[config.mk]
export PLATFORM = sky130hd
export DESIGN_NAME = vrp_regport
export DESIGN_NICKNAME = d
export VERILOG_FILES = /design/src/rtl/vrp_pkg.sv /design/src/rtl/vrp_select.sv /design/src/rtl/vrp_regfile.sv /design/src/rtl/vrp_irq.sv /design/src/rtl/vrp_regport.sv
export SDC_FILE = /design/constraint.sdc
export NUM_CORES = 1
export LEC_CHECK = 0
export BUFFER_PORTS_ARGS = -buffer_cell sky130_fd_sc_hd__buf_2
export CAP_MARGIN = 10
export CORE_AREA = 2 2 176 178
export CTS_CLUSTER_SIZE = 30
export DETAILED_ROUTE_END_ITERATION = 16
export DIE_AREA = 0 0 178 180
export PLACE_DENSITY = 0.69
export SYNTH_ARGS = -nofsm -noshare
export SYNTH_HDL_FRONTEND = slang
export SYNTH_SLANG_ARGS = --single-unit
[constraint.sdc]
create_clock -name clk -period 6.35 [get_ports clk]
set_input_delay 1.27 -clock clk [delete_from_list [all_inputs] [get_ports clk]]
set_output_delay 1.27 -clock clk [all_outputs]
set_load 0.02 [all_outputs]
[src/rtl/vrp_pkg.sv]
package vrp_pkg;

    localparam int IDX_W  = 6;
    localparam int NREG   = 1 << IDX_W;
    localparam int REG_W  = 8;
    localparam int PORT_W = 4;

    localparam logic [PORT_W-1:0] PORT_DATA = 4'd3;
    localparam logic [PORT_W-1:0] PORT_SEL  = 4'd4;
    localparam logic [PORT_W-1:0] PORT_FLAG = 4'd6;
    localparam logic [PORT_W-1:0] PORT_SYS  = 4'd7;

    localparam int SEL_NO_WR_STEP = 7;
    localparam int SEL_NO_RD_STEP = 6;
    localparam int SYS_RST_BIT    = 1;

    // access code: bit 0 = may read, bit 1 = may write
    function automatic logic [1:0] acc_code(input int idx);
        if (idx <= 5)       return 2'b10;
        else if (idx <= 27) return 2'b11;
        else if (idx <= 31) return 2'b00;
        else if (idx <= 52) return 2'b10;
        else if (idx <= 54) return 2'b01;
        else                return 2'b00;
    endfunction

    function automatic logic [REG_W-1:0] wr_mask(input int idx);
        case (idx)
            9:       return 8'h87;
            11:      return 8'h83;
            12:      return 8'h0F;
            18:      return 8'hDF;
            19:      return 8'h07;
            22:      return 8'hC1;
            23:      return 8'h07;
            24:      return 8'h3F;
            25:      return 8'hCF;
            default: return 8'hFF;
        endcase
    endfunction

endpackage

[src/rtl/vrp_select.sv]
module vrp_select
    import vrp_pkg::*;
(
    input  logic             clk,
    input  logic             rst_n,
    input  logic             load,
    input  logic [REG_W-1:0] load_val,
    input  logic             step_wr,
    input  logic             step_rd,
    output logic [REG_W-1:0] sel_q
);
    typedef struct packed {
        logic [REG_W-1:0] sel;
    } sel_st_t;

    sel_st_t st_d, st_q;
    logic [IDX_W-1:0] nxt_idx;

    assign nxt_idx = st_q.sel[IDX_W-1:0] + IDX_W'(1);

    always_comb begin
        st_d = st_q;
        if (load) begin
            st_d.sel = load_val;
        end else if (step_wr) begin
            if (!st_q.sel[SEL_NO_WR_STEP])
                st_d.sel = {st_q.sel[REG_W-1:IDX_W], nxt_idx};
        end else if (step_rd) begin
            if (!st_q.sel[SEL_NO_RD_STEP])
                st_d.sel = {st_q.sel[SEL_NO_WR_STEP], 1'b0, nxt_idx};
        end
    end

    always_ff @(posedge clk or negedge rst_n) begin
        if (!rst_n) st_q <= '0;
        else        st_q <= st_d;
    end

    assign sel_q = st_q.sel;
endmodule

[src/rtl/vrp_regfile.sv]
module vrp_regfile
    import vrp_pkg::*;
#(
    parameter int EN_IDX = 9,
    parameter int IRQ_W  = 3
) (
    input  logic             clk,
    input  logic             rst_n,
    input  logic             clr,
    input  logic             we,
    input  logic [IDX_W-1:0] idx,
    input  logic [REG_W-1:0] wdata,
    output logic             rd_ok,
    output logic [REG_W-1:0] rd_val,
    output logic [IRQ_W-1:0] en_val
);
    logic [NREG-1:0][REG_W-1:0] ent_d, ent_q;
    logic [NREG-1:0]            rd_perm;

    for (genvar g = 0; g < NREG; g++) begin : g_ent
        localparam logic [1:0]       AC = acc_code(g);
        localparam logic [REG_W-1:0] MK = wr_mask(g);

        assign rd_perm[g] = AC[0];

        always_comb begin
            ent_d[g] = ent_q[g];
            if (clr)
                ent_d[g] = '0;
            else if (AC[1] && we && (idx == IDX_W'(g)))
                ent_d[g] = wdata & MK;
        end

        always_ff @(posedge clk or negedge rst_n) begin
            if (!rst_n) ent_q[g] <= '0;
            else        ent_q[g] <= ent_d[g];
        end
    end

    assign rd_ok  = rd_perm[idx];
    assign rd_val = ent_q[idx];
    assign en_val = ent_q[EN_IDX][IRQ_W-1:0];
endmodule

[src/rtl/vrp_irq.sv]
module vrp_irq #(
    parameter int IRQ_W = 3
) (
    input  logic             clk,
    input  logic             rst_n,
    input  logic             flush,
    input  logic             clr_we,
    input  logic [IRQ_W-1:0] clr_bits,
    input  logic [IRQ_W-1:0] evt,
    input  logic [IRQ_W-1:0] en,
    output logic [IRQ_W-1:0] pend_q,
    output logic             irq
);
    typedef struct packed {
        logic [IRQ_W-1:0] pend;
    } irq_st_t;

    irq_st_t st_d, st_q;

    always_comb begin
        st_d = st_q;
        if (flush) begin
            st_d.pend = '0;
        end else begin
            if (clr_we) st_d.pend = st_d.pend & ~clr_bits;
            st_d.pend = st_d.pend | evt;   // an event outranks a clear
        end
    end

    always_ff @(posedge clk or negedge rst_n) begin
        if (!rst_n) st_q <= '0;
        else        st_q <= st_d;
    end

    assign pend_q = st_q.pend;
    assign irq    = |(st_q.pend & en);
endmodule

[src/rtl/vrp_regport.sv]
module vrp_regport
    import vrp_pkg::*;
#(
    parameter int IRQ_W  = 3,
    parameter int EN_IDX = 9
) (
    input  logic              clk,
    input  logic              rst_n,
    input  logic              wr_en,
    input  logic              rd_en,
    input  logic [PORT_W-1:0] addr,
    input  logic [REG_W-1:0]  wdata,
    output logic [REG_W-1:0]  rdata,
    input  logic [IRQ_W-1:0]  irq_evt,
    output logic              irq
);
    typedef struct packed {
        logic sysrst;
    } top_st_t;

    top_st_t st_d, st_q;

    logic             data_wr, data_rd, sel_wr, flag_wr, sys_wr;
    logic [REG_W-1:0] sel_q;
    logic             rd_ok;
    logic [REG_W-1:0] rd_val;
    logic [IRQ_W-1:0] en_q, pend_q, evt_g;
    logic             sysrst_q;

    assign sysrst_q = st_q.sysrst;
    assign sys_wr   = wr_en && (addr == PORT_SYS);
    assign data_wr  = wr_en && (addr == PORT_DATA) && !sysrst_q;
    assign data_rd  = rd_en && (addr == PORT_DATA) && !sysrst_q;
    assign sel_wr   = wr_en && (addr == PORT_SEL)  && !sysrst_q;
    assign flag_wr  = wr_en && (addr == PORT_FLAG) && !sysrst_q;
    assign evt_g    = irq_evt;

    always_comb begin
        st_d = st_q;
        if (sys_wr) st_d.sysrst = wdata[SYS_RST_BIT];
    end

    always_ff @(posedge clk or negedge rst_n) begin
        if (!rst_n) st_q <= '0;
        else        st_q <= st_d;
    end

    vrp_select u_sel (
        .clk      (clk),
        .rst_n    (rst_n),
        .load     (sel_wr),
        .load_val (wdata),
        .step_wr  (data_wr),
        .step_rd  (data_rd),
        .sel_q    (sel_q)
    );

    vrp_regfile #(.EN_IDX(EN_IDX), .IRQ_W(IRQ_W)) u_rf (
        .clk    (clk),
        .rst_n  (rst_n),
        .clr    (st_d.sysrst),
        .we     (data_wr),
        .idx    (sel_q[IDX_W-1:0]),
        .wdata  (wdata),
        .rd_ok  (rd_ok),
        .rd_val (rd_val),
        .en_val (en_q)
    );

    vrp_irq #(.IRQ_W(IRQ_W)) u_irq (
        .clk      (clk),
        .rst_n    (rst_n),
        .flush    (st_d.sysrst),
        .clr_we   (flag_wr),
        .clr_bits (wdata[IRQ_W-1:0]),
        .evt      (evt_g),
        .en       (en_q),
        .pend_q   (pend_q),
        .irq      (irq)
    );

    always_comb begin
        rdata = '0;
        if (sysrst_q) begin
            rdata = '1;
        end else begin
            case (addr)
                PORT_DATA: rdata = rd_ok ? rd_val : '1;
                PORT_SEL:  rdata = sel_q;
                PORT_FLAG: rdata = REG_W'(pend_q);
                default:   rdata = '0;
            endcase
        end
    end
endmodule

* After elaboration in Yosys (flattened, before gate mapping)
Memory sizes are Yosys's and may differ from the RTL's.
Index checks and enable logic that the tools add are counted.
W data, S select, Z words.
** Storage, ports and cells
- Bits in registers :: 404
- Memory bits (read-only) :: 64
- Input port bits :: 19
- Logic and storage cells :: 344
- Memories :: 1
** Memory list
- (no name shown) :: words 64, bits a word 1, rd ports 1, clocked after Yosys merged registers in 0, write ports 0, RTL line vrp_regfile.sv:40 : assign rd_ok = rd_perm[idx];
** Cells by class
- $add $sub $neg :: 1
- $lt $le $gt $ge :: 1
- Equal/unequal tests :: 55
- Mux-type cells :: 113
- Bitwise logic cells :: 4
- Reductions and logical operators :: 115
** Operators with widths (number)
- $mux W8 :: 105
- $eq A6 B6 Y1 const B :: 21
- $reduce_bool A2 Y1 :: 51
- $eq A6 B5 Y1 const B :: 12
- $logic_and A1 B1 Y1 :: 58
- $bmux W8 S6 :: 1
- $eq A6 B4 Y1 const B :: 8
- $eq A6 B3 Y1 const B :: 4
- $pmux W8 S3 :: 1
- $eq A4 B3 Y1 const B :: 3
- $eq A6 B2 Y1 const B :: 2
- $mux W3 :: 3
- $lt A6 B7 Y1 const B :: 1
- $mux W7 :: 1
- $add A6 B1 Y6 const B :: 1
- $and A3 B3 Y3 :: 2
- $eq A6 B1 Y1 const B :: 1
- $logic_not A6 Y1 :: 1
- $ne A3 B3 Y1 const B :: 2
- $eq A4 B2 Y1 const B :: 1
- $not A3 Y3 :: 1
- $or A3 B3 Y3 :: 1
- $reduce_and A3 Y1 :: 1
- $reduce_bool A3 Y1 :: 1
- other kinds (5) :: 6

* Logic depth before layout (Yosys ltp)
- Depth after elaboration :: 7
- Gate-level depth with buffers :: 11
- Mapped depth without buffers :: 8

* Modules after synthesis
Synthesis repeated with hierarchy kept, for this count alone.
** Unflattened totals
- Cell total of the unflattened synthesis :: 1965
- Area total of the unflattened synthesis :: 19307.3 µm²
** Modules (own cells, without submodules)
- vrp_regfile :: instances 1, cells an instance 1861, area an instance 18310.1 µm², seq. area each 8983.6 µm²
- vrp_select :: instances 1, cells an instance 53, area an instance 540.5 µm², seq. area each 200.2 µm²
- vrp_regport :: instances 1, cells an instance 37, area an instance 319.1 µm², seq. area each 25.0 µm²
- vrp_irq :: instances 1, cells an instance 14, area an instance 137.6 µm², seq. area each 75.1 µm²

* Worst setup path after synthesis
Ideal clock, no wire load.
- Path type :: in2out
- Start point :: in addr[0]
- End point :: out rdata[1]
- Data arrival time :: 2617 ps
- Required time :: 5080 ps
- Slack :: 2463 ps
- Cell stages on the path :: 5
- Path through :: nor4b_2 > a221oi_1 > nand3_1 > nor3_1 > a32oi_1
** Between the ends
- Word-level cells in the longest chain between the ends :: 3
- Elaborated cells on any way between the ends :: 5
** Ends and longest elaborated chain
- from (decl) :: RTL line vrp_regport.sv:11 : input logic [PORT_W-1:0] addr,
- $eq A4 B3 Y1 / $eq A4 B2 Y1 (equally long branches) :: RTL line vrp_regport.sv:87 : case (addr)
- $pmux W8 S3 * :: RTL line vrp_regport.sv:87
- $mux W8 * :: RTL line vrp_regport.sv:84 : if (sysrst_q) begin
- to (decl) :: RTL line vrp_regport.sv:13 : output logic [REG_W-1:0] rdata,
Every way passes the cells marked *; elsewhere a longest branch is shown, timed or not.

* Final worst setup path
- Start point :: reg u_sel.st_q (netlist bit u_sel.sel_q[0])
- End point :: out rdata[0]
** Between the ends
- Word-level cells in the longest chain between the ends :: 5
- Elaborated cells on any way between the ends :: 7
** Ends and longest elaborated chain
- from (decl) :: RTL line vrp_select.sv:16 : sel_st_t st_d, st_q;
- from (signal assigned) :: RTL line vrp_select.sv:36 : else st_q <= st_d;
- $mem_v2 Z64 W1 / $bmux W8 S6 (equally long branches)
- $mux W1 (not written as such) / $mux W8 (equally long branches) :: RTL line vrp_regfile.sv:40, vrp_regfile.sv:41
- $mux W8 :: RTL line vrp_regport.sv:88 : PORT_DATA: rdata = rd_ok ? rd_val : '1;
- $pmux W8 S3 * :: RTL line vrp_regport.sv:87
- $mux W8 * :: RTL line vrp_regport.sv:84
Every way passes the cells marked *; elsewhere a longest branch is shown, timed or not. The select of a mux whose other input is x is not followed.

==> results by group <==
Setup path
  – Critical path's slowest cell: dfrtp_4
  – Crit path largest cell delay: approximately 1100 ps
  – Worst-path cell chain: buf_4 -> mux4_2 -> a22oi_1 -> nor2_1 -> nor4_1 -> o21ai_1 -> buf_2
  – Worst Path Buf+Inv: 2
  – Critical path arrival: about 3800 ps
  – Crit. End Element: primary output
  – Nature of the critical path startpoint: flip-flop
  – Req. time, crit path: between 5000 and 6000 ps
  – Max FO, Critical Path: 56
  – Crit path max-delay family: flip-flops
  – Crit path kind: flip-flop to primary output

Timing
  – Tmin final: 5100 ps
  – PnR worst setup slack: between 1000 and 1500 ps
  – Worst slew pin tran: 1170 ps
  – Sum Neg Setup Slack: 0 ps
  – Max-slew violation count: 0
  – Final Skew: 14.6 ps
  – RSZ-0062 raised after global routing: no
  – Relative slew slack: between 20% and 30%
  – Final Cycle Share: 80.3%
  – Final Setup Violations: 0
  – Fmax: slightly below 0.2 GHz
  – Fin. Hold Viols: 0

Power and ir drop
  – Net load switching power: ~1.9 mW
  – P_int: ~3.3 mW
  – Power Dens Cells: roughly 320 mW/mm2
  – Clock power frac: between 30% and 40%
  – Sw Ratio: between 30% and 40%
  – Combinational share of power: 26.4%
  – Static leakage: approximately 7.5 nW
  – Maximum vdd ir drop: ~0.25 mV
  – Flop pwr share: 38.7%

Flow run
  – Max-Cap Viols: 0

Synthesis
  – Number of flops mapped to enable cells by yosys: 0
  – YS warnings: 0
  – Avg Synthesized Cell Area: 10.3 um2
  – Cell Area, Synth: 0.0148 mm2
  – Top FF cell, synth: dfrtp_1
  – Seq/Total Area, Yosys: between 40% and 50%
  – Mapped Nets: roughly 1,500
  – Synth unique cells: 73
  – Post-synth ARST share: between 90% and 100%
  – Mapped Cells: between 1,000 and 1,500
  – #FFs+latches synth: 279

Placed design
  – I/O Buffers: 27
  – Final GP Congestion: 0.980
  – Area after DPL: 0.0149 mm2
  – Pre-CTS setup slack: 1860 ps
  – HPWL Detailed: 26.8 mm
  – Placed Cells incl. Taps: between 1,500 and 2,000

Layout
  – Post-Layout Cell Count: between 1,500 and 2,000
  – Fin nets: between 1,000 and 1,500
  – Most frequent cells in the layout: dfrtp_1 (277), mux2i_1 (208), nor2_1 (182)
  – Synth-to-layout area growth: 7.47%
  – Commonest non-fill, non-tap cell in the layout: dfrtp_1
  – Share of cells above drive strength 1: between 10 and 15%
  – Final Instance Area: between 0.015 and 0.02 mm2
  – Number of diodes: 0

Clocking
  – CTS sink count: between 200 and 300
  – CTS Hold Buffers Added: 0
  – CTS H-tree depth: 1
  – Clk pin slew, worst setup/hold paths: 60 ps
  – CTS tree: built
  – Deepest clock path buffer count: 3
  – Root buf cell: clkbuf_16
  – PostCTS Resize Cnt: 0
  – TritonCTS buffer count: 30
  – Setup bufs post-CTS: 0
  – Clock latency on the worst-skew pair: roughly 560 ps

Detailed routing
  – Final antenna-violating net count: 0
  – Vias: around 11,000
  – Drt pass-1 iters: 8
  – DRT iter0 DRCs: ~1,300
  – Routed WL: 42.6 mm
  – DR vias/cell: roughly 6.3
  – Routed len/inst: between 20 and 25 um
  – DRC viols: 0

Outcome
  – Outcome: finished, final reports clean

Floorplanning
  – Die height: 180 um
  – Ports: 28
  – Die area: about 0.032 mm2
  – Rows: 64
  – Starting density of the core: 49.1%
  – Die X: roughly 180 um
  – CORE AREA: just over 0.03 mm2

GRT
  – Initial antenna violation count: 0
  – First-pass GRT wire length: 67.1 mm
  – GR Overflow Total: 0
  – Vias in the first global route: 11,032
  – Largest net degree at the start of global routing: 168
  – Overall Global Routing Usage: a little over a quarter

Hold path
  – Worst hold-check path type: flip-flop to flip-flop
## worst paths after layout
check	slack, ps	from	depth (start not counted)	to
worst max register to register	3040	u_sel.sel_q[0]$_DFFE_PN0P_	5	u_rf.ent_q[200]$_DFFE_PN0P_
worst min-delay path	500	u_rf.ent_q[113]$_DFFE_PN0P_	2	u_rf.ent_q[113]$_DFFE_PN0P_
min in group asynchronous	630	rst_n	1	u_rf.ent_q[403]$_DFFE_PN0P_
worst max-delay path	1250	u_sel.sel_q[0]$_DFFE_PN0P_	7	rdata[0]
worst min register to register	500	u_rf.ent_q[113]$_DFFE_PN0P_	2	u_rf.ent_q[113]$_DFFE_PN0P_
max in group asynchronous	4320	rst_n	2	u_sel.sel_q[0]$_DFFE_PN0P_
## stage by stage
stage,power [mW],hold slack (ps),util [%]
after floorplan,2.98,463,-
after global placement,3.34,477,49.4
after detailed placement,3.34,488,49.4
after CTS,5.11,501,52.8
after global routing,5.31,535,52.8
final,5.13,499,52.8
## Yosys cell counts (18+ instances only)
| cell | instances | area (um2) |
|---|---|---|
| a21oi_1 | 104 | 521 |
| a22oi_1 | 18 | 135 |
| buf_2 | 48 | 240 |
| clkbuf_1 | 69 | 259 |
| dfrtp_1 | 279 | 6980 |
| mux2i_1 | 209 | 2090 |
| mux4_2 | 32 | 721 |
| nand2_1 | 153 | 574 |
| nand3_1 | 44 | 220 |
| nand3_2 | 23 | 230 |
| nor2_1 | 182 | 683 |
| o21ai_0 | 95 | 475 |
## cells by family after synthesis
group	share of synthesized area (%)
flip-flops	47.1
adder cells (fa/ha/maj)	0.337
multiplexers	20.5
AO/OA/AOI/OAI	10.6
AND/OR/NAND/NOR	16.2
XOR/XNOR	0.118
buffers and inverters	5.13
## final cells by class
type                       instances  area [um2]
clock buffer                      51         981
multi-input combinational       1016        7110
tap                              396         495
sequential                       279        6990
fill                            2631       14200
clock inverter                     3        42.5
inverter                           8        35.0
timing repair buffer              44         298
## per-layer routing
metal	wire, um	vias to the layer above	track usage, %	share of wire, %
met5	0	-	0	0
met4	1350	0	7.70	3.2
met3	3440	96	5.35	8.1
met2	19000	506	40.0	45
met1	18800	5694	39.7	44
li1	-	4939	-	-
## power groups by stage
stage / sequential (mW) / clock, mW / combinational, mW
floorplan: 1.87 / 0 / 1.11
global placement: 2.01 / 0 / 1.32
detailed placement: 2.01 / 0 / 1.32
CTS: 1.98 / 1.80 / 1.32
global route: 2.00 / 1.89 / 1.42
finish: 1.99 / 1.79 / 1.36
## state kept, by name (all words and copies together), names as in the netlist
name and flops:
u_rf.ent_q 264, u_sel.sel_q 8, u_irq.pend_q 3, u_rf.en_val 3, st_q 1
## worst register-to-register path, cell delays in order, from the launching register on
cell     delay (ps)
dfrtp_4        1070
ha_1            940
nand2_1         440
nor2_1          480
nand2_1         110
a21oi_1         190
(Power assumes the default switching activity.)
